<file path="config.mk">
export PLATFORM = sky130hd
export DESIGN_NAME = vic_top
export DESIGN_NICKNAME = d
export VERILOG_FILES = /design/src/rtl/vic_pkg.sv /design/src/rtl/vic_sync.sv /design/src/rtl/vic_ext.sv /design/src/rtl/vic_prio.sv /design/src/rtl/vic_top.sv
export SDC_FILE = /design/constraint.sdc
export NUM_CORES = 1
export LEC_CHECK = 0
export CORE_MARGIN = 3
export CORE_UTILIZATION = 60
export CTS_BUF_LIST = sky130_fd_sc_hd__clkbuf_8 sky130_fd_sc_hd__clkbuf_16
export DETAILED_ROUTE_END_ITERATION = 10
export DONT_BUFFER_PORTS = 1
export PLACE_DENSITY = 0.76
export SYNTH_ARGS = -nofsm -noshare
export SYNTH_HDL_FRONTEND = slang
export SYNTH_HIERARCHICAL = 1
export SYNTH_SLANG_ARGS = --single-unit
</file>
<file path="constraint.sdc">
create_clock -name clk -period 4.1 [get_ports clk]
set_clock_uncertainty 0.15 [all_clocks]
set_input_delay 0 -clock clk [delete_from_list [all_inputs] [get_ports clk]]
set_output_delay 0 -clock clk [all_outputs]
set_load 0.005 [all_outputs]
</file>
<file path="src/rtl/vic_pkg.sv">
package vic_pkg;
    localparam int unsigned VIC_N_IRQ     = 8;
    localparam int unsigned VIC_N_KEY     = 16;
    localparam int unsigned VIC_N_INT     = 26;
    localparam int unsigned VIC_KEY_IRQ   = 6;
    localparam int unsigned VIC_SYNC      = 2;
    localparam int unsigned VIC_VEC_NMI   = 3;

    // control bit positions inside a SEL_CTRL write
    localparam int unsigned CTRL_GMASK_BIT = 0;
    localparam int unsigned CTRL_RISE_BIT  = 1;

    typedef enum logic [1:0] {
        SEL_CTRL   = 2'd0,
        SEL_SENSE  = 2'd1,
        SEL_ENABLE = 2'd2,
        SEL_KMASK  = 2'd3
    } vic_sel_e;
endpackage

</file>
<file path="src/rtl/vic_sync.sv">
module vic_sync #(
    parameter int unsigned W       = 1,
    parameter int unsigned STAGES  = 2,
    parameter logic        RST_VAL = 1'b0
) (
    input  logic         clk,
    input  logic         rst_n,
    input  logic [W-1:0] d_i,
    output logic [W-1:0] q_o
);
    logic [STAGES-1:0][W-1:0] pipe_d, pipe_q;

    always_comb begin
        pipe_d[0] = d_i;
        for (int s = 1; s < STAGES; s++) begin
            pipe_d[s] = pipe_q[s-1];
        end
    end

    always_ff @(posedge clk or negedge rst_n) begin
        if (!rst_n) pipe_q <= {(STAGES*W){RST_VAL}};
        else        pipe_q <= pipe_d;
    end

    assign q_o = pipe_q[STAGES-1];
endmodule

</file>
<file path="src/rtl/vic_ext.sv">
// Edge / level detection for the non-maskable input and the external lines.
module vic_ext #(
    parameter int unsigned N_IRQ = 8
) (
    input  logic             clk,
    input  logic             rst_n,
    input  logic             nmi_s_i,
    input  logic [N_IRQ-1:0] line_s_i,
    input  logic             nmi_rise_i,
    input  logic [N_IRQ-1:0] sense_i,
    input  logic [N_IRQ-1:0] en_i,
    input  logic             clr_nmi_i,
    input  logic [N_IRQ-1:0] clr_irq_i,
    output logic             nmi_req_o,
    output logic [N_IRQ-1:0] irq_req_o
);
    typedef struct packed {
        logic             nmi_prev;
        logic             nmi_pend;
        logic [N_IRQ-1:0] line_prev;
        logic [N_IRQ-1:0] pend;
    } ext_st_t;

    ext_st_t st_d, st_q;
    logic             nmi_edge;
    logic [N_IRQ-1:0] fall;
    logic [N_IRQ-1:0] edge_mode;

    always_comb begin
        nmi_edge  = nmi_rise_i ? (nmi_s_i & ~st_q.nmi_prev)
                               : (~nmi_s_i & st_q.nmi_prev);
        fall      = ~line_s_i & st_q.line_prev;
        edge_mode = en_i & sense_i;

        st_d           = st_q;
        st_d.nmi_prev  = nmi_s_i;
        st_d.line_prev = line_s_i;
        // a fresh edge wins over a clear in the same cycle
        st_d.nmi_pend  = nmi_edge | (st_q.nmi_pend & ~clr_nmi_i);
        st_d.pend      = edge_mode & (fall | (st_q.pend & ~clr_irq_i));
    end

    always_ff @(posedge clk or negedge rst_n) begin
        if (!rst_n) begin
            st_q.nmi_prev  <= 1'b0;
            st_q.nmi_pend  <= 1'b0;
            st_q.line_prev <= '1;
            st_q.pend      <= '0;
        end else begin
            st_q <= st_d;
        end
    end

    assign nmi_req_o = st_q.nmi_pend;
    assign irq_req_o = en_i & ((sense_i & st_q.pend) | (~sense_i & ~line_s_i));
endmodule

</file>
<file path="src/rtl/vic_prio.sv">
// Lowest-index-wins priority encoder.
module vic_prio #(
    parameter int unsigned N = 38,
    parameter int unsigned W = 6
) (
    input  logic [N-1:0] req_i,
    output logic         valid_o,
    output logic [W-1:0] idx_o
);
    always_comb begin
        idx_o = '0;
        for (int i = N - 1; i >= 0; i--) begin
            if (req_i[i]) idx_o = W'(i);
        end
        valid_o = |req_i;
    end
endmodule

</file>
<file path="src/rtl/vic_top.sv">
module vic_top
    import vic_pkg::*;
#(
    parameter int unsigned N_IRQ       = VIC_N_IRQ,
    parameter int unsigned N_KEY       = VIC_N_KEY,
    parameter int unsigned N_INT       = VIC_N_INT,
    parameter int unsigned KEY_IRQ     = VIC_KEY_IRQ,
    parameter int unsigned SYNC_STAGES = VIC_SYNC,
    parameter int unsigned VEC_NMI     = VIC_VEC_NMI,
    localparam int unsigned VEC_IRQ0   = VEC_NMI + 1,
    localparam int unsigned VEC_INT0   = VEC_IRQ0 + N_IRQ,
    localparam int unsigned VEC_TOTAL  = VEC_INT0 + N_INT,
    localparam int unsigned VEC_W      = $clog2(VEC_TOTAL),
    localparam int unsigned WR_W       = (N_KEY > N_IRQ) ? N_KEY : N_IRQ
) (
    input  logic              clk,
    input  logic              rst_n,
    input  logic              nmi_i,
    input  logic [N_IRQ-1:0]  irq_pin_i,
    input  logic [N_KEY-1:0]  key_i,
    input  logic [N_INT-1:0]  int_req_i,
    input  logic              wr_en_i,
    input  logic [1:0]        wr_sel_i,
    input  logic [WR_W-1:0]   wr_data_i,
    input  logic              cpu_ack_i,
    output logic              cpu_req_o,
    output logic [VEC_W-1:0]  cpu_vec_o,
    output logic              gmask_o
);
    typedef struct packed {
        logic             nmi_rise;
        logic             gmask;
        logic [N_IRQ-1:0] sense;
        logic [N_IRQ-1:0] en;
        logic [N_KEY-1:0] kmask;
        logic             req;
        logic [VEC_W-1:0] vec;
    } top_st_t;

    top_st_t st_d, st_q;

    logic             nmi_s;
    logic [N_IRQ-1:0] pin_s;
    logic [N_KEY-1:0] key_s;
    logic             key_hit;
    logic [N_IRQ-1:0] line_s;
    logic             nmi_req;
    logic [N_IRQ-1:0] irq_req;
    logic [VEC_TOTAL-1:0] req_vec;
    logic             win_valid;
    logic [VEC_W-1:0] win_idx;
    logic             accept;
    logic             clr_nmi;
    logic [N_IRQ-1:0] clr_irq;

    // ---------------- synchronizers ----------------
    vic_sync #(.W(1), .STAGES(SYNC_STAGES), .RST_VAL(1'b0)) u_sync_nmi (
        .clk(clk), .rst_n(rst_n), .d_i(nmi_i), .q_o(nmi_s)
    );
    vic_sync #(.W(N_IRQ), .STAGES(SYNC_STAGES), .RST_VAL(1'b1)) u_sync_pin (
        .clk(clk), .rst_n(rst_n), .d_i(irq_pin_i), .q_o(pin_s)
    );
    vic_sync #(.W(N_KEY), .STAGES(SYNC_STAGES), .RST_VAL(1'b1)) u_sync_key (
        .clk(clk), .rst_n(rst_n), .d_i(key_i), .q_o(key_s)
    );

    // ---------------- key merge onto one line ----------------
    always_comb begin
        key_hit         = |(~key_s & ~st_q.kmask);
        line_s          = pin_s;
        line_s[KEY_IRQ] = pin_s[KEY_IRQ] & ~key_hit;
    end

    // ---------------- detection ----------------
    vic_ext #(.N_IRQ(N_IRQ)) u_ext (
        .clk        (clk),
        .rst_n      (rst_n),
        .nmi_s_i    (nmi_s),
        .line_s_i   (line_s),
        .nmi_rise_i (st_q.nmi_rise),
        .sense_i    (st_q.sense),
        .en_i       (st_q.en),
        .clr_nmi_i  (clr_nmi),
        .clr_irq_i  (clr_irq),
        .nmi_req_o  (nmi_req),
        .irq_req_o  (irq_req)
    );

    // ---------------- request map by vector number ----------------
    always_comb begin
        req_vec          = '0;
        req_vec[VEC_NMI] = nmi_req;
        for (int n = 0; n < N_IRQ; n++) begin
            req_vec[VEC_IRQ0 + n] = irq_req[n] & ~st_q.gmask;
        end
        for (int k = 0; k < N_INT; k++) begin
            req_vec[VEC_INT0 + k] = int_req_i[k] & ~st_q.gmask;
        end
    end

    vic_prio #(.N(VEC_TOTAL), .W(VEC_W)) u_prio (
        .req_i   (req_vec),
        .valid_o (win_valid),
        .idx_o   (win_idx)
    );

    // ---------------- acknowledge decode ----------------
    assign accept  = st_q.req & cpu_ack_i;
    assign clr_nmi = accept & (st_q.vec == VEC_W'(VEC_NMI));

    generate
        for (genvar g = 0; g < N_IRQ; g++) begin : g_clr
            assign clr_irq[g] = accept & (st_q.vec == VEC_W'(VEC_IRQ0 + g));
        end
    endgenerate

    // ---------------- next state ----------------
    always_comb begin
        st_d = st_q;

        if (wr_en_i) begin
            case (vic_sel_e'(wr_sel_i))
                SEL_CTRL: begin
                    st_d.gmask    = wr_data_i[CTRL_GMASK_BIT];
                    st_d.nmi_rise = wr_data_i[CTRL_RISE_BIT];
                end
                SEL_SENSE:  st_d.sense = wr_data_i[N_IRQ-1:0];
                SEL_ENABLE: st_d.en    = wr_data_i[N_IRQ-1:0];
                SEL_KMASK:  st_d.kmask = wr_data_i[N_KEY-1:0];
                default: ;
            endcase
        end

        if (!st_q.req) begin
            if (win_valid) begin
                st_d.req = 1'b1;
                st_d.vec = win_idx;
            end
        end else if (cpu_ack_i) begin
            st_d.req   = 1'b0;
            st_d.gmask = 1'b1;
        end
    end

    always_ff @(posedge clk or negedge rst_n) begin
        if (!rst_n) begin
            st_q.nmi_rise <= 1'b0;
            st_q.gmask    <= 1'b1;
            st_q.sense    <= '0;
            st_q.en       <= '0;
            st_q.kmask    <= '1;
            st_q.req      <= 1'b0;
            st_q.vec      <= '0;
        end else begin
            st_q <= st_d;
        end
    end

    assign cpu_req_o = st_q.req;
    assign cpu_vec_o = st_q.vec;
    assign gmask_o   = st_q.gmask;
endmodule

</file>
# ---- Word level (Yosys, flattened, before mapping)
# Index checks and enable logic that the tools add are counted.
dict set report totals {
  regBits 109
  inputBits 73
  output_inout_bits 8
  wordCells 153
}
dict set report classes {
  n_eq_ne 12
  muxes 46
  n_bitwise 70
  n_reduce_logical 8
}
# cell count
set ops {}
lappend ops {{6-bit two-way mux} 35}
lappend ops {{8-bit AND} 7}
lappend ops {{1-bit AND} 48}
lappend ops {{35-bit OR reduction} 1}
lappend ops {{33-bit two-way mux} 1}
lappend ops {{16-bit inverter} 2}
lappend ops {{6-bit by 3-bit equality test with 1-bit output, second input constant} 4}
lappend ops {{6-bit by 4-bit equality test with 1-bit output, second input constant} 4}
lappend ops {{8-bit inverter} 3}
lappend ops {{16-bit AND} 1}
lappend ops {{16-bit two-way mux} 1}
lappend ops {{8-bit two-way mux} 2}
lappend ops {{8-bit OR} 2}
lappend ops {{16-bit OR reduction} 1}
lappend ops {{2-bit AND reduction} 5}
lappend ops {{7-bit two-way mux} 1}
lappend ops {{6-bit by 2-bit equality test with 1-bit output, second input constant} 1}
lappend ops {{1-bit two-way mux} 6}
lappend ops {{1-bit inverter} 6}
lappend ops {{2-bit equality test, second input constant} 2}
lappend ops {{2-bit by 1-bit equality test with 1-bit output, second input constant} 1}
lappend ops {{2-bit logical NOT} 1}
lappend ops {{1-bit OR} 1}

# ---- Longest topological paths before layout
# Gate-level depths: netlist of the first run.
dict set report depth {
  ltp_word 39
  ltp_mapped 14
  depth_no_buf 13
}

# ---- Modules after synthesis
# Netlist of the first run, hierarchy kept.
# module n_inst cells_each area_each_um2 seq_area_each_um2
set modules_own_cells {}
lappend modules_own_cells {vic_top 1 162 1998.2 1047.3}
lappend modules_own_cells {{vic_sync at u_sync_key} 1 32 840.8 840.8}
lappend modules_own_cells {vic_ext 1 78 818.3 460.4}
lappend modules_own_cells {vic_prio 1 82 479.2 0.0}
lappend modules_own_cells {{vic_sync at u_sync_pin} 1 16 420.4 420.4}
lappend modules_own_cells {{vic_sync at u_sync_nmi} 1 2 50.0 50.0}

# ---- Least setup slack after synthesis of the first run
# OpenSTA, ideal clock, no wires.
dict set report synth_timing {
  kind {flip-flop to flip-flop}
  startpoint {register st_q[9] (netlist name)}
  endpoint {register st_q (netlist bit cpu_vec_o[0])}
  setup_time_ns 0.125
  arrival_time_ns 3.045
  required_time_ns 3.825
  slack_ns 0.780
  path_stages_with_launch 15
  path_buffers 1
  synth_period_minus_slack_ns 3.320
  path_cell_list {dfstp_2 > o22ai_1 > or4_1 > nor4_2 > or2_1 > a21boi_1 > nor2b_1 > nor4_4 > nor2b_4 > nand2b_4 > nor4_4 > nand2_1 > nor2b_1 > clkbuf_1 > mux2_2}
}
# element line_no
set synth_rtl {}
lappend synth_rtl {{end signal, assigned} vic_top.sv:155} ;# st_q <= st_d;
lappend synth_rtl {{end, declared} vic_top.sv:40} ;# top_st_t st_d, st_q;

==> results of run 1 <==
## metrics by stage
| step | util, % | worst slack, ps | hold WS (ps) | total power, mW |
|---|---|---|---|---|
| 2_1_floorplan | - | 779.8 | -445.6 | 1.701 |
| 3_3_place_gp | 63.77 | 683.8 | -443.0 | 1.765 |
| 3_5_place_dp | 63.77 | 593.5 | -443.3 | 1.788 |
| 4_1_cts | 74.62 | 564.8 | 0.05485 | 2.502 |
| 5_1_grt | 75.03 | 357.8 | -2.733 | 2.634 |
| 6_report | 75.03 | 538.1 | 14.09 | 2.507 |
## cell type report
class / count / area [sq um]
Clock buffer: 9 / 123.9
Timing Repair Buffer: 61 / 628.1
Inverter: 9 / 33.78
Tap cell: 99 / 123.9
Fill cell: 491 / 1841
Multi-Input combinational cell: 252 / 1723
Clock inverter: 7 / 77.57
Sequential cell: 109 / 2819
## registers in the layout, summed over array words and instances (netlist names)
register           cells
u_ext/st_q            17
u_sync_nmi/q_o         1
u_ext/nmi_req_o        1
u_sync_key/pipe_d     16
u_sync_pin/pipe_d      8
cpu_vec_o              6
u_sync_key/q_o        16
cpu_req_o              1
u_sync_nmi/pipe_d      1
st_q                  33
u_sync_pin/q_o         8
gmask_o                1
## layout by cell type, fill, tap and decap left out, types with 8 or more instances in the layout
| cell | instances |
|---|---|
| a21oi_1 | 15 |
| clkbuf_8 | 9 |
| conb_1 | 10 |
| dfrtp_1 | 36 |
| dfstp_2 | 73 |
| dlygate4sd3_1 | 60 |
| inv_1 | 9 |
| mux2_2 | 39 |
| nand2_1 | 24 |
| nand2b_1 | 18 |
| nor2_1 | 24 |
| nor2b_1 | 39 |
| nor3_1 | 10 |
| o22ai_1 | 8 |
## routing by layer
layer	vias up	GRT usage (%)	part of all wire (%)
met5	-	0	0
met4	0	10.95	2.6
met3	20	4.747	4.3
met2	79	38.18	52
met1	1467	27.56	41
li1	1411	-	-
## critical path, stage by stage (launching register included)
cell,delay [ps]
dfstp_2,550
o22ai_1,80
or4_1,540
nor4_2,360
or2_1,150
a21boi_1,70
nor2b_1,180
nor4_4,320
nor2b_4,220
nand2b_4,70
nor4_4,170
nand2_1,80
nor2b_1,230
mux2_2,310
## report_power, final
group / internal [mW] / switching, mW / leakage, nW
combinational: 0.252 / 0.247 / 0.856
clock: 0.245 / 0.403 / 0.104
sequential: 1.24 / 0.122 / 1.21
## how the worst min path moves through the flow
stage | start | end | slack (ps) | cells past startpoint
CTS | irq_pin_i[6] | u_sync_pin/pipe_d[14] | 0.05 | 1
global route | key_i[5] | u_sync_key/pipe_d[21] | -3 | 1
detailed placement | rst_n | cpu_vec_o[4] | -440 | 0
global placement | rst_n | cpu_vec_o[4] | -440 | 0
finish | irq_pin_i[0] | u_sync_pin/pipe_d[8] | 10 | 1
floorplan | rst_n | cpu_req_o | -450 | 0
## cells by family after synthesis
kind of cell,count (synthesis)
other,1
AOI/OAI and AO/OA,55
DFF,109
and+or+nand+nor,148
muxes,39
buffers and inverters,20
==> results.py, run 1 <==
metrics = {
    "status": {
        "outcome": "finished, final reports clean",
    },
    "cts": {
        "insertion_delay_ps": 370,
        "clock-sinks": 109,
        "numCtsBuffers": 9,
        "cts_hold_buf": 58,
        "h-tree-depth": 3,
        "ctsResizeCount": 0,
        "cts-root-buf": "clkbuf_8",
        "path_clk_slew_ps": 110,
        "clk_path_buf_depth": 2,
        "postCtsSetupBuffers": 0,
        "cts_tree": "yes",
    },
    "cells_and_area": {
        "area_delta_synth_final_pct": 20.02,
        "fin_nets": 515,
        "drive_above_1_share_pct": 33.33,
        "diodes": 0,
        "final_area_sq_mm": 0.005529,
        "post_layout_nonfiller_instances": 546,
    },
    "routing": {
        "drtPass1Iterations": 4,
        "drtIter0Drc": 103,
        "drc": 0,
        "postRouteAntennaNets": 0,
        "vias_per_cell": 5.452,
        "wire_per_inst_microns": 17.08,
        "vias": 2977,
        "wl_mm": 9.328,
    },
    "die": {
        "core-area_sq_mm": 0.007370,
        "die_area_sq_mm": 0.008766,
        "initial_core_util_pct": 62.51,
        "die_w_microns": 93.63,
        "num_rows": 31,
        "die_y_microns": 93.63,
        "pin_count": 81,
    },
    "setup_path": {
        "critical_path_class": "reg -> reg",
        "crit_required_ps": 4210,
        "endpoint": "cpu_vec_o[2]",
        "crit_fanout": 7,
        "end_kind": "flop",
        "cp-start-kind": "flop",
        "rrSetupSlack_ps": 540,
        "worstSetupStartpoint": "st_q[9]",
        "r2r_end": "cpu_vec_o[2]",
        "rr_startpoint": "st_q[9]",
        "reg2reg_depth": 13,
        "worstPathArrival_ps": 3670,
    },
    "logic_synthesis": {
        "yosys.area_share.simple_pct": 18.90,
        "async_flop_share_pct": 100.0,
        "synth_top_area_share_pct": 41.63,
        "post-synth-top-area-cell": "dfstp_2",
        "ys_seq_elements": 109,
        "synth_edf_count": 0,
        "synth_common_cells": "dfstp_2, mux2_2, nor2b_1",
        "synth.area.top_cells": "dfstp_2, dfrtp_1, mux2_2",
        "synth_area_sq_mm": 0.004607,
        "synth_most_common_cell": "dfstp_2",
        "synth.mux.area_fraction_pct": 9.533,
        "synth_ff_type": "dfstp_2",
        "synth-compound-area-share_pct": 8.148,
        "ys_types": 48,
        "synth_fa_ha_area_share_pct": 0,
        "synth_xor_area_share_pct": 0,
        "ys_warn_count": 6,
        "synth_area_per_cell_sq_um": 12.38,
        "ys_seq_area_share_pct": 61.19,
        "synth_top_family_by_area": "simple AND/OR/NAND/NOR gates",
        "synthCells": 372,
    },
    "pwr": {
        "ir_worst_vdd_v": 0.0003109,
        "p_per_area_mw_per_mm2": 453.5,
        "leakage_nw": 2.174,
    },
    "job": {
        "cap_violations": 0,
    },
    "timing": {
        "period_minus_slack_ps": 3562,
        "slew_violations": 0,
        "setup_viol": 0,
        "fin_crit_sh_pct": 86.88,
        "worst_slew_pin_slew_ps": 593.1,
        "slew_headroom_pct": 60.46,
        "finalHoldViolations": 0,
        "max_freq_ghz": 0.2807,
        "rsz0062_at_grt": "no",
        "finalSetupTns_ps": 0,
    },
    "global_route": {
        "grt_pass1_wl_mm": 14.99,
        "grt_max_degree": 110,
        "grt_remaining_overflow": 0,
        "grt_pass1_vias": 3111,
        "grt_antenna_before_repair": 0,
        "grt_usage_pct": 22.57,
    },
    "worst_hold_path": {
        "hold_path.class": "in -> reg",
    },
    "placed_design": {
        "placed_cells": 469,
        "gp_congestion": 0.7572,
        "hpwl_mm": 5.787,
        "place_area_sq_mm": 0.004700,
        "portBuffers": 0,
    },
}
(Power assumes the default switching activity.)
==> run 2, diff against run 1 <==
--- a/config.mk
+++ b/config.mk
@@ -6,11 +6,11 @@
 export NUM_CORES = 1
 export LEC_CHECK = 0
 export CORE_MARGIN = 3
-export CORE_UTILIZATION = 60
+export CORE_UTILIZATION = 57
 export CTS_BUF_LIST = sky130_fd_sc_hd__clkbuf_8 sky130_fd_sc_hd__clkbuf_16
 export DETAILED_ROUTE_END_ITERATION = 10
 export DONT_BUFFER_PORTS = 1
-export PLACE_DENSITY = 0.76
+export PLACE_DENSITY = 0.75
 export SYNTH_ARGS = -nofsm -noshare
 export SYNTH_HDL_FRONTEND = slang
 export SYNTH_HIERARCHICAL = 1
==> constraint.sdc (replaced) <==
create_clock -name clk -period 2.97 [get_ports clk]
set_clock_uncertainty 0.15 [all_clocks]
set_input_delay 0 -clock clk [delete_from_list [all_inputs] [get_ports clk]]
set_output_delay 0 -clock clk [all_outputs]
set_load 0.005 [all_outputs]
==> results.py, run 2 (synthesis results as in run 1) <==
metrics = {
    "cells_and_area": {
        "final_common_cell": "dfstp_2",
        "largest_register_ffs": 33,
        "final_cell_mix": "dfstp_2, dlygate4sd3_1, mux2_2",
        "largest_registers": "st_q: 33 flops, u_ext/st_q: 17 flops",
        "fin_nets": 511,
        "final_area_sq_mm": 0.005505,
        "area_delta_synth_final_pct": 19.50,
        "finalCoreUtilization_pct": 70.88,
        "regMostFlops": "st_q",
        "drive_above_1_share_pct": 37.02,
        "diodes": 0,
    },
    "pwr": {
        "power.internal_mw": 2.480,
        "p_sw_share_pct": 28.39,
        "p_switching_mw": 0.9832,
        "power_frac_comb_pct": 21.7,
        "clockPowerShare_pct": 24.6,
        "pwr-share-seq_pct": 53.7,
        "leakage_nw": 2.182,
        "power_mw": 3.463,
        "ir_worst_vdd_v": 0.0005986,
        "p_per_area_mw_per_mm2": 629.0,
    },
    "placed_design": {
        "place_area_sq_mm": 0.004748,
        "gp_congestion": 0.8279,
        "portBuffers": 0,
        "pre_cts_ws_ps": -208.4,
        "hpwl_mm": 5.955,
    },
    "timing": {
        "max_freq_ghz": 0.3289,
        "worst_slew_pin_slew_ps": 641.4,
        "rsz0062_at_grt": "yes",
        "slew_violations": 0,
        "period_minus_slack_ps": 3040,
        "setup_viol": 6,
        "fin_crit_sh_pct": 102.4,
        "finalHoldViolations": 0,
        "setup_slack_ps": -70.24,
        "slew_headroom_pct": 56.13,
    },
    "routing": {
        "vias": 2901,
        "wl_mm": 8.563,
        "drtPass1Iterations": 4,
        "vias_per_cell": 5.323,
        "drc": 0,
        "wire_per_inst_microns": 15.71,
        "drtIter0Drc": 103,
        "postRouteAntennaNets": 0,
    },
    "die": {
        "die_y_microns": 95.90,
        "initial_core_util_pct": 59.31,
        "core-area_sq_mm": 0.007767,
        "pin_count": 81,
        "num_rows": 32,
        "die_area_sq_mm": 0.009197,
        "die_w_microns": 95.90,
    },
    "setup_path": {
        "r2r_end": "cpu_vec_o[5]",
        "reg2reg_depth": 13,
        "cp.depth": 13,
        "critPathTopFamily": "simple AND/OR/NAND/NOR gates",
        "worstSetupStartpoint": "st_q[16]",
        "path_cells": "o22ai_2, or4_4, nor4_4, or2_1, a21boi_2, nor2b_4, nor4_4, nor2b_4, nand2b_4, nor4_4, nand2_1, nor2b_4, mux2_2",
        "rrSetupSlack_ps": -70,
        "endpoint": "cpu_vec_o[5]",
        "crit_fanout": 7,
        "worstPathArrival_ps": 3130,
        "end_kind": "flop",
        "cp-start-kind": "flop",
        "critical_path_buf_inv_count": 0,
        "critical_path_class": "reg -> reg",
        "critPathMaxStageDelay_ps": 550,
        "crit_required_ps": 3060,
        "cpMaxStageDelayCell": "dfstp_2",
        "rr_startpoint": "st_q[16]",
    },
    "global_route": {
        "grt_usage_pct": 19.55,
        "grt_remaining_overflow": 0,
        "grt_antenna_before_repair": 0,
        "grt_pass1_wl_mm": 13.71,
        "grt_pass1_vias": 2907,
        "grt_max_degree": 110,
    },
    "status": {
        "outcome": "finished, violations left",
        "violations": "setup timing",
    },
    "cts": {
        "h-tree-depth": 3,
        "numCtsBuffers": 9,
        "path_clk_slew_ps": 100,
        "insertion_delay_ps": 350,
        "cts_tree": "yes",
        "clk_path_buf_depth": 2,
        "cts-root-buf": "clkbuf_8",
        "clock-sinks": 109,
    },
    "worst_hold_path": {
        "hold_path.class": "in -> reg",
    },
    "job": {
        "cap_violations": 0,
    },
}
==> run 2: cell count changes in the layout (fill, tap and decap cells not counted), moves of 2 or more <==
| cell | change |
|---|---|
| dlygate4sd3_1 | -14 |
| buf_4 | +10 |
| nor2b_1 | -2 |
| inv_8 | -2 |
| nor2b_4 | +2 |
==> run 2: worst min path at each step <==
stage                          from                     to  cells past startpoint
after floorplan               rst_n              cpu_req_o                      0
after global placement        rst_n           cpu_vec_o[4]                      0
final                     key_i[10]  u_sync_key/pipe_d[26]                      1
after global routing      key_i[15]  u_sync_key/pipe_d[31]                      1
after detailed placement      rst_n              cpu_req_o                      0
after CTS                 key_i[10]  u_sync_key/pipe_d[26]                      1
==> run 2: power groups by stage <==
stage                     Sequential, mW  Combinational (mW)  Clock, mW
after floorplan                     1.82               0.538          0
after global placement              1.87               0.598          0
after detailed placement            1.88               0.613          0
after CTS                           1.86               0.733      0.871
after global routing                1.89               0.836      0.936
final                               1.86               0.751      0.850
==> run 2: per-stage QoR <==
step / TNS (ps) / hold WS, ps / std cells
global route: -1450 / 1.261 / 545
global placement: -859.6 / -443.2 / 477
finish: -392.1 / 28.11 / 545
floorplan: -182.3 / -445.6 / 381
detailed placement: -1331 / -443.2 / 477
CTS: -463.2 / 12.29 / 543
==> run 2: area by class of cell <==
class	instances	area (sq um)
clock buffer	11	162.7
clock inverter	5	33.78
fill	536	2262
inverter	9	33.78
multi-input combinational	252	1765
sequential	109	2819
tap	102	127.6
timing repair buffer	57	563.0
==> run 2: repair_timing <==
item                                    CTS  global route
buffers inserted                          3             2
endpoints found under the hold margin   169             0
gates resized for setup                   5             2
endpoints found under the setup margin    7             7
hold buffers                             47             0
==> run 2: layer usage <==
layer / up-vias / wire (microns) / global-route usage [%]
met5: - / 0 / 0
met4: 0 / 51 / 5.095
met3: 6 / 486 / 4.769
met2: 69 / 4333 / 33.76
met1: 1424 / 3690 / 24.75
li1: 1402 / - / -
==> run 3, diff against run 2 <==
--- a/config.mk
+++ b/config.mk
@@ -5,12 +5,12 @@
 export SDC_FILE = /design/constraint.sdc
 export NUM_CORES = 1
 export LEC_CHECK = 0
+export BUFFER_PORTS_ARGS = -buffer_cell sky130_fd_sc_hd__buf_2
 export CORE_MARGIN = 3
-export CORE_UTILIZATION = 57
+export CORE_UTILIZATION = 50
 export CTS_BUF_LIST = sky130_fd_sc_hd__clkbuf_8 sky130_fd_sc_hd__clkbuf_16
 export DETAILED_ROUTE_END_ITERATION = 10
-export DONT_BUFFER_PORTS = 1
-export PLACE_DENSITY = 0.75
+export PLACE_DENSITY_LB_ADDON = 0.15
 export SYNTH_ARGS = -nofsm -noshare
 export SYNTH_HDL_FRONTEND = slang
 export SYNTH_HIERARCHICAL = 1
==> results.py, run 3 (synthesis results as in run 1) <==
metrics = {
    "worst_hold_path": {
        "hold_path.class": "in -> reg",
        "holdPathStages": 5,
    },
    "cts": {
        "cts-root-buf": "clkbuf_8",
        "path_clk_slew_ps": 110,
        "insertion_delay_ps": 370,
        "clock-sinks": 109,
        "cts_tree": "yes",
        "clk_path_buf_depth": 2,
        "h-tree-depth": 3,
        "numCtsBuffers": 9,
    },
    "pwr": {
        "p_switching_mw": 1.072,
        "p_sw_share_pct": 30.14,
        "ir_worst_vdd_v": 0.0003602,
        "leakage_nw": 2.509,
        "clockPowerShare_pct": 24.8,
        "power_mw": 3.557,
        "power_frac_comb_pct": 23.2,
        "pwr-share-seq_pct": 52.1,
        "p_per_area_mw_per_mm2": 598.7,
        "power.internal_mw": 2.485,
    },
    "cells_and_area": {
        "final_cell_mix": "buf_2, dfstp_2, dlygate4sd3_1",
        "largest_register_ffs": 33,
        "final_common_cell": "buf_2",
        "final_area_sq_mm": 0.005942,
        "largest_registers": "st_q: 33 flops, u_ext/st_q: 17 flops",
        "area_delta_synth_final_pct": 28.98,
        "drive_above_1_share_pct": 46.86,
        "fin_nets": 593,
        "regMostFlops": "st_q",
        "diodes": 0,
    },
    "setup_path": {
        "critPathTopFamily": "simple AND/OR/NAND/NOR gates",
        "reg2reg_depth": 13,
        "critPathMaxStageDelay_ps": 560,
        "path_cells": "o22ai_2, or4_4, nor4_4, or2_1, a21boi_2, nor2b_4, nor4_4, nor2b_4, nand2b_4, nor4_4, nand2_1, nor2b_4, mux2_2",
        "critical_path_class": "reg -> reg",
        "cp.depth": 13,
        "crit_fanout": 7,
        "cpMaxStageDelayCell": "dfstp_2",
        "critical_path_buf_inv_count": 0,
        "crit_required_ps": 3070,
        "cp-start-kind": "flop",
        "worstPathArrival_ps": 3180,
        "end_kind": "flop",
    },
    "status": {
        "outcome": "finished, violations left",
        "violations": "setup timing",
    },
    "routing": {
        "vias": 3168,
        "wl_met1_mm": 3.922,
        "wl_mm": 8.924,
        "vias_per_cell": 5.005,
        "drtIter0Drc": 120,
        "drc": 0,
        "met3WireLength_microns": 413,
        "route.met2.wl_mm": 4.461,
        "wire_per_inst_microns": 14.10,
        "postRouteAntennaNets": 0,
        "drtPass1Iterations": 4,
        "highest_layer": "met4",
    },
    "global_route": {
        "grt_pass1_vias": 3185,
        "grt_max_degree": 102,
        "grt_pass1_wl_mm": 14.68,
        "grt_usage_pct": 18.11,
        "grt_antenna_before_repair": 0,
        "grt_remaining_overflow": 0,
    },
    "placed_design": {
        "pre_cts_ws_ps": -242.4,
        "place_area_sq_mm": 0.005186,
        "gp_congestion": 0.8136,
        "hpwl_mm": 6.217,
        "portBuffers": 80,
    },
    "timing": {
        "worst_slew_pin_slew_ps": 518.7,
        "finalHoldViolations": 0,
        "finalSetupTns_ps": -595.7,
        "slew_headroom_pct": 64.52,
        "fin_crit_sh_pct": 103.7,
        "slew_violations": 0,
        "setup_slack_ps": -110.2,
        "period_minus_slack_ps": 3080,
        "setup_viol": 6,
        "rsz0062_at_grt": "yes",
        "max_freq_ghz": 0.3247,
    },
    "die": {
        "die_w_microns": 102.0,
        "die_area_sq_mm": 0.01040,
        "die_y_microns": 102.0,
        "initial_core_util_pct": 52.06,
        "pin_count": 81,
        "core-area_sq_mm": 0.008848,
        "num_rows": 34,
    },
    "job": {
        "cap_violations": 0,
    },
}
-- run 3: cell count changes in the layout (fill, tap and decap cells not counted), sizes merged --
cell         previous run  this run
buf                    11        91
clkbuf                 11         9
inv                    11        12
dlygate4sd3            46        48
clkinv                  2         3
-- run 3: worst min-delay path: stages --
cell and delay (ps):
buf_2 70, nor2b_1 170, nor3_1 100, nor2b_1 100, mux2_2 140
-- run 3: power groups by stage --
stage / Clock [mW] / Sequential, mW / Combinational [mW]
global placement: 0 / 1.86 / 0.717
global route: 0.970 / 1.88 / 0.919
floorplan: 0 / 1.82 / 0.538
finish: 0.881 / 1.85 / 0.825
detailed placement: 0 / 1.87 / 0.730
CTS: 0.918 / 1.85 / 0.816
-- run 3: metrics by stage --
step	hold WS [ps]	util, %	std cells
after global placement	-316.6	58.61	565
final	95.95	67.15	633
after detailed placement	-314.1	58.61	565
after CTS	73.95	66.93	631
after floorplan	-445.6	-	381
after global routing	97.16	67.15	633
-- run 3: metal layers --
layer / global-route usage, % / vias up
met4: 6.862 / 0
met3: 3.618 / 10
li1: - / 1567
met1: 22.66 / 1518
met2: 31.13 / 73
met5: 0 / -
-- run 3: repair_timing --
item	4_1_cts	5_1_grt
setup endpoints to repair	7	7
pin swaps	1	0
setup buffers	2	2
gates resized for setup	7	1
hold endpoints to repair	169	0
hold buffers	48	0
-- run 3: final cells by class --
cell class | count | area, sq um
Sequential cell | 109 | 2819
Timing Repair Buffer | 139 | 978.4
Clock buffer | 9 | 123.9
Tap cell | 108 | 135.1
Fill cell | 668 | 2907
Multi-Input combinational cell | 252 | 1772
Inverter | 9 | 33.78
Clock inverter | 7 | 80.08
-- run 3: path summary, 6_finish.rpt --
kind                                            from                end  slack, ps
worst max-delay path                        st_q[16]       cpu_vec_o[0]       -110
worst min-delay path                   int_req_i[25]       cpu_vec_o[5]        100
worst max register to register              st_q[16]       cpu_vec_o[0]       -110
worst min register to register  u_sync_pin/pipe_d[8]  u_sync_pin/q_o[0]        210
max in group asynchronous                      rst_n       cpu_vec_o[1]       1410
min in group asynchronous                      rst_n            gmask_o        510
